===== config.mk =====
export PLATFORM = sky130hd
export DESIGN_NAME = dslope_ctrl
export DESIGN_NICKNAME = d
export VERILOG_FILES = /design/src/rtl/dsc_pkg.sv /design/src/rtl/dsc_rst_sync.sv /design/src/rtl/dsc_counter.sv /design/src/rtl/dsc_fsm.sv /design/src/rtl/dsc_result.sv /design/src/rtl/dslope_ctrl.sv
export SDC_FILE = /design/constraint.sdc
export NUM_CORES = 1
export LEC_CHECK = 0
export BUFFER_PORTS_ARGS = -buffer_cell sky130_fd_sc_hd__buf_2
export CAP_MARGIN = 20
export CORE_AREA = 2 2 55 57
export CTS_BUF_LIST = sky130_fd_sc_hd__clkbuf_8
export DETAILED_ROUTE_END_ITERATION = 10
export DIE_AREA = 0 0 57 59
export HOLD_SLACK_MARGIN = 0.15
export MAX_ROUTING_LAYER = met4
export SYNTH_ARGS = -nofsm -noshare
export SYNTH_HDL_FRONTEND = slang
export SYNTH_SLANG_ARGS = --single-unit

===== constraint.sdc =====
create_clock -name clk -period 1 [get_ports clk]
set_input_delay 0.05 -clock clk [delete_from_list [all_inputs] [get_ports clk]]
set_output_delay 0.05 -clock clk [all_outputs]
set_load 0.1 [all_outputs]

===== src/rtl/dsc_pkg.sv =====
package dsc_pkg;
  typedef enum logic [1:0] {
    PH_IDLE  = 2'd0,
    PH_INTEG = 2'd1,
    PH_DEINT = 2'd2,
    PH_CLEAR = 2'd3
  } phase_e;
endpackage


===== src/rtl/dsc_rst_sync.sv =====
module dsc_rst_sync #(
  parameter int STAGES = 2
) (
  input  logic clk,
  input  logic rst_n,
  output logic rst_n_sync
);
  logic [STAGES-1:0] chain_q;

  always_ff @(posedge clk or negedge rst_n) begin
    if (!rst_n) chain_q <= '0;
    else        chain_q <= {chain_q[STAGES-2:0], 1'b1};
  end

  assign rst_n_sync = chain_q[STAGES-1];
endmodule


===== src/rtl/dsc_counter.sv =====
module dsc_counter #(
  parameter int CW = 8
) (
  input  logic          clk,
  input  logic          rst_n,
  input  logic          clr,
  input  logic          en,
  output logic [CW-1:0] cnt
);
  logic [CW-1:0] cnt_d;

  always_comb begin
    cnt_d = cnt;
    if (clr)     cnt_d = '0;
    else if (en) cnt_d = cnt + 1'b1;
  end

  always_ff @(posedge clk or negedge rst_n) begin
    if (!rst_n)        cnt <= '0;
    else if (clr | en) cnt <= cnt_d;
  end
endmodule


===== src/rtl/dsc_fsm.sv =====
module dsc_fsm
  import dsc_pkg::*;
#(
  parameter int T_CNT   = 40,
  parameter int CLR_CYC = 4,
  parameter int CW      = 8
) (
  input  logic          clk,
  input  logic          rst_n,
  input  logic          start,
  input  logic          cmp_hi,
  input  logic [CW-1:0] cnt,
  output phase_e        phase,
  output logic          cnt_clr,
  output logic          cnt_en,
  output logic          cap_en,
  output logic          cap_ovr
);
  localparam logic [CW-1:0] T_LAST   = CW'(T_CNT - 1);
  localparam logic [CW-1:0] REF_MAX  = CW'(2 * T_CNT);
  localparam logic [CW-1:0] CLR_LAST = CW'(CLR_CYC - 1);

  phase_e phase_d;

  always_comb begin
    phase_d = phase;
    cnt_clr = 1'b0;
    cnt_en  = 1'b0;
    cap_en  = 1'b0;
    cap_ovr = 1'b0;
    unique case (phase)
      PH_IDLE: begin
        if (start) begin
          phase_d = PH_INTEG;
          cnt_clr = 1'b1;
        end
      end
      PH_INTEG: begin
        if (cnt == T_LAST) begin
          phase_d = PH_DEINT;
          cnt_clr = 1'b1;
        end else begin
          cnt_en = 1'b1;
        end
      end
      PH_DEINT: begin
        if (!cmp_hi || (cnt == REF_MAX)) begin
          phase_d = PH_CLEAR;
          cnt_clr = 1'b1;
          cap_en  = 1'b1;
          cap_ovr = cmp_hi;
        end else begin
          cnt_en = 1'b1;
        end
      end
      PH_CLEAR: begin
        if (cnt == CLR_LAST) begin
          phase_d = PH_IDLE;
          cnt_clr = 1'b1;
        end else begin
          cnt_en = 1'b1;
        end
      end
      default: phase_d = PH_IDLE;
    endcase
  end

  always_ff @(posedge clk or negedge rst_n) begin
    if (!rst_n) phase <= PH_IDLE;
    else        phase <= phase_d;
  end
endmodule


===== src/rtl/dsc_result.sv =====
module dsc_result #(
  parameter int RW = 7,
  parameter int CW = 8
) (
  input  logic          clk,
  input  logic          rst_n,
  input  logic          cap_en,
  input  logic          cap_ovr,
  input  logic [CW-1:0] cnt,
  output logic [RW-1:0] result,
  output logic          ovr,
  output logic          done
);
  always_ff @(posedge clk or negedge rst_n) begin
    if (!rst_n) done <= 1'b0;
    else        done <= cap_en;
  end

  always_ff @(posedge clk or negedge rst_n) begin
    if (!rst_n) begin
      result <= '0;
      ovr    <= 1'b0;
    end else if (cap_en) begin
      result <= cnt[RW-1:0];
      ovr    <= cap_ovr;
    end
  end
endmodule


===== src/rtl/dslope_ctrl.sv =====
module dslope_ctrl
  import dsc_pkg::*;
#(
  parameter int T_CNT   = 40,
  parameter int CLR_CYC = 4,
  parameter int RES_W   = $clog2(2 * T_CNT + 1)
) (
  input  logic             clk,
  input  logic             rst_n,
  input  logic             start_i,
  input  logic             cmp_hi_i,
  output logic             sel_in_o,
  output logic             sel_ref_o,
  output logic             sel_clr_o,
  output logic [RES_W-1:0] result_o,
  output logic             done_o,
  output logic             ovr_o
);
  localparam int CLR_W = $clog2(CLR_CYC + 1);
  localparam int CW    = (RES_W > CLR_W) ? RES_W : CLR_W;

  logic          rst_n_int;
  logic [CW-1:0] cnt;
  logic          cnt_clr, cnt_en, cap_en, cap_ovr;
  phase_e        phase;

  dsc_rst_sync #(.STAGES(2)) u_rst (
    .clk       (clk),
    .rst_n     (rst_n),
    .rst_n_sync(rst_n_int)
  );

  dsc_counter #(.CW(CW)) u_cnt (
    .clk  (clk),
    .rst_n(rst_n_int),
    .clr  (cnt_clr),
    .en   (cnt_en),
    .cnt  (cnt)
  );

  dsc_fsm #(.T_CNT(T_CNT), .CLR_CYC(CLR_CYC), .CW(CW)) u_fsm (
    .clk    (clk),
    .rst_n  (rst_n_int),
    .start  (start_i),
    .cmp_hi (cmp_hi_i),
    .cnt    (cnt),
    .phase  (phase),
    .cnt_clr(cnt_clr),
    .cnt_en (cnt_en),
    .cap_en (cap_en),
    .cap_ovr(cap_ovr)
  );

  dsc_result #(.RW(RES_W), .CW(CW)) u_res (
    .clk    (clk),
    .rst_n  (rst_n_int),
    .cap_en (cap_en),
    .cap_ovr(cap_ovr),
    .cnt    (cnt),
    .result (result_o),
    .ovr    (ovr_o),
    .done   (done_o)
  );

  assign sel_in_o  = (phase == PH_INTEG);
  assign sel_ref_o = (phase == PH_DEINT);
  assign sel_clr_o = (phase == PH_CLEAR);
endmodule


# ---- Word level (Yosys, flattened, before mapping)
# Cells that the tools add are included.
dict set report classes {
  n_addsub 1
  n_mul 0
  div 0
  n_lt_le_gt_ge 0
  eq_ne 10
  shifts 0
  mux 19
  n_bitwise 1
  reduce_logical 6
}
# op n
set op_table {}
lappend op_table {{two-way mux 7 bit} 2}
lappend op_table {{two-way mux 1 bit} 10}
lappend op_table {{two-way mux 2 bit} 4}
lappend op_table {{case mux 2 bit (4 select lines)} 1}
lappend op_table {{adder 7 x 1 -> 7 bit, second input constant} 1}
lappend op_table {{equality test 7 x 2 -> 1 bit, second input constant} 1}
lappend op_table {{equality test 7 x 6 -> 1 bit, second input constant} 1}
lappend op_table {{equality test 7 bit, second input constant} 1}
lappend op_table {{!= test 2 x 1 -> 1 bit, second input constant} 3}
lappend op_table {{equality test 2 bit, second input constant} 2}
lappend op_table {{case mux 1 bit (4 select lines)} 1}
lappend op_table {{AND reduction 4 bit} 1}
lappend op_table {{case mux 1 bit (3 select lines)} 1}
lappend op_table {{equality test 2 x 1 -> 1 bit, second input constant} 1}
lappend op_table {{logical NOT 2 bit} 1}
lappend op_table {{!= test 2 bit, second input constant} 1}
lappend op_table {{AND reduction 2 bit} 1}
lappend op_table {{nonzero test 2 bit} 1}
lappend op_table {{logical NOT 1 bit} 1}
lappend op_table {{logical OR 1 bit} 1}
lappend op_table {{bitwise OR 1 bit} 1}
dict set report word_totals {
  reg_bits 20
  latchBits 0
  mem_bits_rw 0
  romBits 0
  out_inout_bits 12
  memories 0
}

# ---- Depth between registers and ports, before layout
dict set report logic_depth {
  word_depth 6
  ltp_mapped 8
  ltp_nobuf 7
}

# ---- Modules after synthesis
# From an unflattened synthesis, not the netlist that was laid out.
dict set report unflattened {
  hier_cells 87
  hier_area_um2 1057.3
}
# mod instances cells_per_inst area_each_um2 seq_area_each_um2
set by_module_without_submodules {}
lappend by_module_without_submodules {dsc_result 1 18 356.6 225.2}
lappend by_module_without_submodules {dsc_counter 1 31 336.6 175.2}
lappend by_module_without_submodules {dsc_fsm 1 32 287.8 50.0}
lappend by_module_without_submodules {dsc_rst_sync 1 3 53.8 50.0}
lappend by_module_without_submodules {dslope_ctrl 1 3 22.5 0.0}

# ---- Worst setup path before layout
# Ideal clock, no wire load.
dict set report synth_path {
  path_type {flip-flop to flip-flop}
  startpoint {reg u_fsm.phase[1]}
  endpoint {reg u_fsm.phase[0]}
  t_arrival_ns 2.322
  t_required_ns 0.875
  path_slack_ns -1.447
  path_stages_with_launch 7
  path_buffers 0
  period_less_slack_ns 2.447
  path_cell_list {dfrtp_1 -> inv_1 -> ha_1 -> or4_4 -> a21oi_4 -> a21boi_4 -> mux2_4}
}
dict set report synth_via {
  elab_chain_len 3
}
# element line_no
set synth_rtl {}
lappend synth_rtl {{start: declaration} dsc_fsm.sv:13} ;# output phase_e phase,
lappend synth_rtl {{start signal: assignment} dsc_fsm.sv:70} ;# else phase <= phase_d;
lappend synth_rtl {{equality test 2 x 1 -> 1 bit *} n/a}
lappend synth_rtl {{net sel_in_o} dslope_ctrl.sv:12} ;# output logic sel_in_o,
lappend synth_rtl {{!= test 2 x 1 -> 1 bit (no source line)} n/a}
lappend synth_rtl {{AND reduction 4 bit (no source line)} n/a}
# The timed path passes the listed nets; every way through them passes the cells marked *.
# A chain may end at the register's enable or synchronous reset.

# ---- Final worst setup path
dict set report layout_path {
  startpoint {reg u_cnt.cnt[1]}
  endpoint {reg u_fsm.phase[1]}
}
dict set report layout_via {
  elab_chain_len 4
}
# element line_no
set layout_rtl {}
lappend layout_rtl {{start: declaration} dsc_counter.sv:8} ;# output logic [CW-1:0] cnt
lappend layout_rtl {{start signal: assignment} dsc_counter.sv:20} ;# else if (clr | en) cnt <= cnt_d;
lappend layout_rtl {{equality test 7 bit} dsc_fsm.sv:47} ;# if (!cmp_hi || (cnt == REF_MAX)) begin
lappend layout_rtl {{logical OR 1 bit} dsc_fsm.sv:47}
lappend layout_rtl {{!= test 2 x 1 -> 1 bit (no source line)} n/a}
lappend layout_rtl {{AND reduction 4 bit (no source line) *} n/a}
# Every way passes the cells marked *; elsewhere a longest branch is shown, timed or not.

==> flow_summary.toml <==
[floorplanning]
die_x_um = 57
start_util = 0.3929
rows = 19
core_um2 = 2710
dieHeight_um = 59
die-area_um2 = 3363
io_pins = 16

[timing]
slew_violations = 0
setup_ws_ns = -1.232
finalHoldViolCount = 0
rsz0062_at_grt = "yes"
finalCritPeriodShare = 2.232
clock_skew_ns = 0.003922
fmax_ghz = 0.4480
setup-tns-final_ns = -17.11
setup_viol = 21
fin_crit_ns = 2.232

[global_route]
top_usage_layer = "met2"
grt.met1_usage = 0.2047
use_met2 = 0.3218
track_usage = 0.1822
gr-total-overflow = 0
globalRouteMet3Util = 0.03493
grt_pass1_vias = 978
grt_max_degree = 19
antenna_found_initial = 0
grt_pass1_wl_um = 4471

[synthesis]
synth_seq_cells = 20
muxShareOfSynthArea = 0.02820
ys_seq_area_frac = 0.4700
yosysWarningCount = 0
synth_top_family_by_area = "simple AND/OR/NAND/NOR gates"
synthCells = 108
yosys.area_share.simple = 0.1986
netlist_area_um2 = 1065
synth_fa_ha_area_frac = 0.08226
synth_xor_area_frac = 0.03290
synth-compound-area-share = 0.1457
syn_area_per_cell_um2 = 9.859
synth_nets = 119
ys_types = 31

[finish]
fin_util = 0.6884
drive_above_1_share = 0.5313
layout.cells.non_filler = 191
n_antenna_cell = 0
area_growth_syn_to_layout_pct = 75.21
fin_nets = 172
layout_common_cells = "buf_4 (22), dfrtp_1 (19), nand2_1 (17), buf_12 (13), buf_6 (11)"
stdcell_area_um2 = 1866
final_common_cell = "buf_4"

[placement]
numPortBuffers = 15
gp_congestion = 0.8418
place_hpwl_um = 1895
place_inst = 179
place_area_um2 = 1610

[detailed_routing]
avgViaCountPerCell = 4.827
wire_per_inst_um = 13.69
final_antenna_net_count = 0
dr_total_vias = 922
drc = 0
first_pass_iters = 4
initialDrtViolationCount = 8
wl_um = 2614

[run_status]
outcome = "finished with violations"
violations = "negative setup slack"

[pwr]
ir_drop_uv = 3390
power.density_nw_per_um2 = 3044
cellLeakagePower_nw = 0.8582
total_power_mw = 5.679

[setup_path]
crit_arrival_ns = 2.38
ff2ff_path_depth = 6
cp.required_ns = 1.15
path_class = "reg -> reg"
critical_path.max_fanout = 2
critPathCaptureType = "flop"
worst_setup_path_start_kind = "flop"

[min_path]
worstHoldPathType = "reg -> async"

[cts]
clkSlewWorstSetupHoldPaths_ns = 0.07
cts.path.max_buffers = 2
htreeDepth = 1
cts_root_buffer = "clkbuf_8"
insertion_delay_ns = 0.26
cts_tree = "done"
numCtsBuffers = 3
clkSinkCount = 20

[flow_run]
maxCapViolCount = 0
-- sequential cells by signal (all words and copies together) (netlist names) --
signal and count:
u_rst.chain_q 2, u_cnt.cnt 7, u_res.result 7, u_res.ovr 1, u_res.done 1, u_fsm.phase 2
-- synthesized netlist by cell type, drive strengths merged --
| library cell | count | share of area |
|---|---|---|
| nor3b | 1 | 0.0071 |
| or4 | 1 | 0.011 |
| dfrtp | 20 | 0.47 |
| ha | 7 | 0.082 |
| mux2 | 2 | 0.028 |
| a31oi | 2 | 0.012 |
| clkbuf | 3 | 0.011 |
| and4b | 1 | 0.011 |
| xor2 | 3 | 0.025 |
| o22a | 1 | 0.0094 |
| or4b | 1 | 0.013 |
| inv | 8 | 0.028 |
| o21ai | 11 | 0.052 |
| nand2b | 1 | 0.0059 |
| nand3b | 1 | 0.0071 |
| a21oi | 5 | 0.038 |
| or3 | 2 | 0.014 |
| o41ai | 1 | 0.0082 |
| nor2b | 2 | 0.012 |
| or2 | 1 | 0.0059 |
| nor2 | 7 | 0.025 |
| xnor2 | 1 | 0.0082 |
| nor3 | 3 | 0.014 |
| nand2 | 18 | 0.063 |
| conb | 1 | 0.0035 |
| a21boi | 1 | 0.018 |
| o21ba | 1 | 0.0094 |
| nand3 | 1 | 0.0047 |
| and3 | 1 | 0.0059 |
-- routing by layer --
| metal | up-vias | wire length [um] |
|---|---|---|
| li1 | 463 | - |
| met4 | 0 | 56 |
| met2 | 18 | 1294 |
| met1 | 437 | 1188 |
| met3 | 4 | 75 |
| met5 | - | 0 |
-- power by group --
| group | switching [mW] | internal, mW |
|---|---|---|
| Combinational | 2.05 | 1.89 |
| Clock | 0.265 | 0.350 |
| Sequential | 0.160 | 0.958 |
-- logic make-up (layout without fill, tap and decap cells) --
group	Yosys count	in the layout
AO/OA/AOI/OAI	22	22
XOR/XNOR	4	4
adder cells (fa/ha/maj)	7	7
buffers and inverters	11	63
flip-flops	20	20
multiplexers	2	2
other	1	1
AND/OR/NAND/NOR	41	41
-- timing repair --
| action | in CTS | in global routing |
|---|---|---|
| hold buffers | 2 | 0 |
| setup endpoints to repair | 21 | 21 |
| gates resized for setup | 25 | 10 |
| hold endpoints to repair | 2 | 0 |
| pin swaps | 2 | 0 |
| setup buffers | 3 | 2 |
| cloned | 1 | 0 |
-- worst paths after layout --
kind	startpoint	endpoint	slack, ns
min	u_rst.chain_q[1]$_DFF_PN0_	u_cnt.cnt[4]$_DFFE_PN0P_	0.20
max in group asynchronous	rst_n	u_rst.chain_q[1]$_DFF_PN0_	0.24
min reg2reg	u_rst.chain_q[1]$_DFF_PN0_	u_cnt.cnt[4]$_DFFE_PN0P_	0.20
max	u_cnt.cnt[1]$_DFFE_PN0P_	u_fsm.phase[1]$_DFFE_PN0P_	-1.23
max reg2reg	u_cnt.cnt[1]$_DFFE_PN0P_	u_fsm.phase[1]$_DFFE_PN0P_	-1.23
min in group clk	start_i	u_cnt.cnt[1]$_DFFE_PN0P_	0.25
-- cell type report --
class,instances,area (um^2)
fillers,202,844.6
repair buffers,51,584.3
flip-flops and latches,20,501.7
well taps,31,38.79
inverters,8,30.03
clock buffers,4,55.05
multi-input cells,77,655.6
-- worst max-delay path, cell delays in order, from the launching register on --
cell and delay (ns):
dfrtp_1 0.37, ha_1 0.17, or4b_4 0.47, or4_4 0.44, a21oi_4 0.14, a21boi_4 0.21
mux2_4 0.31
-- per-stage QoR --
stage,setup slack (ns),hold WS [ns]
6_report,-1.232,0.1957
5_1_grt,-1.304,0.2383
4_1_cts,-1.225,0.2026
3_5_place_dp,-1.222,-0.1628
3_3_place_gp,-1.173,-0.1653
2_1_floorplan,-1.225,-0.2456
No activity file was read; power rests on OpenSTA's default activity.
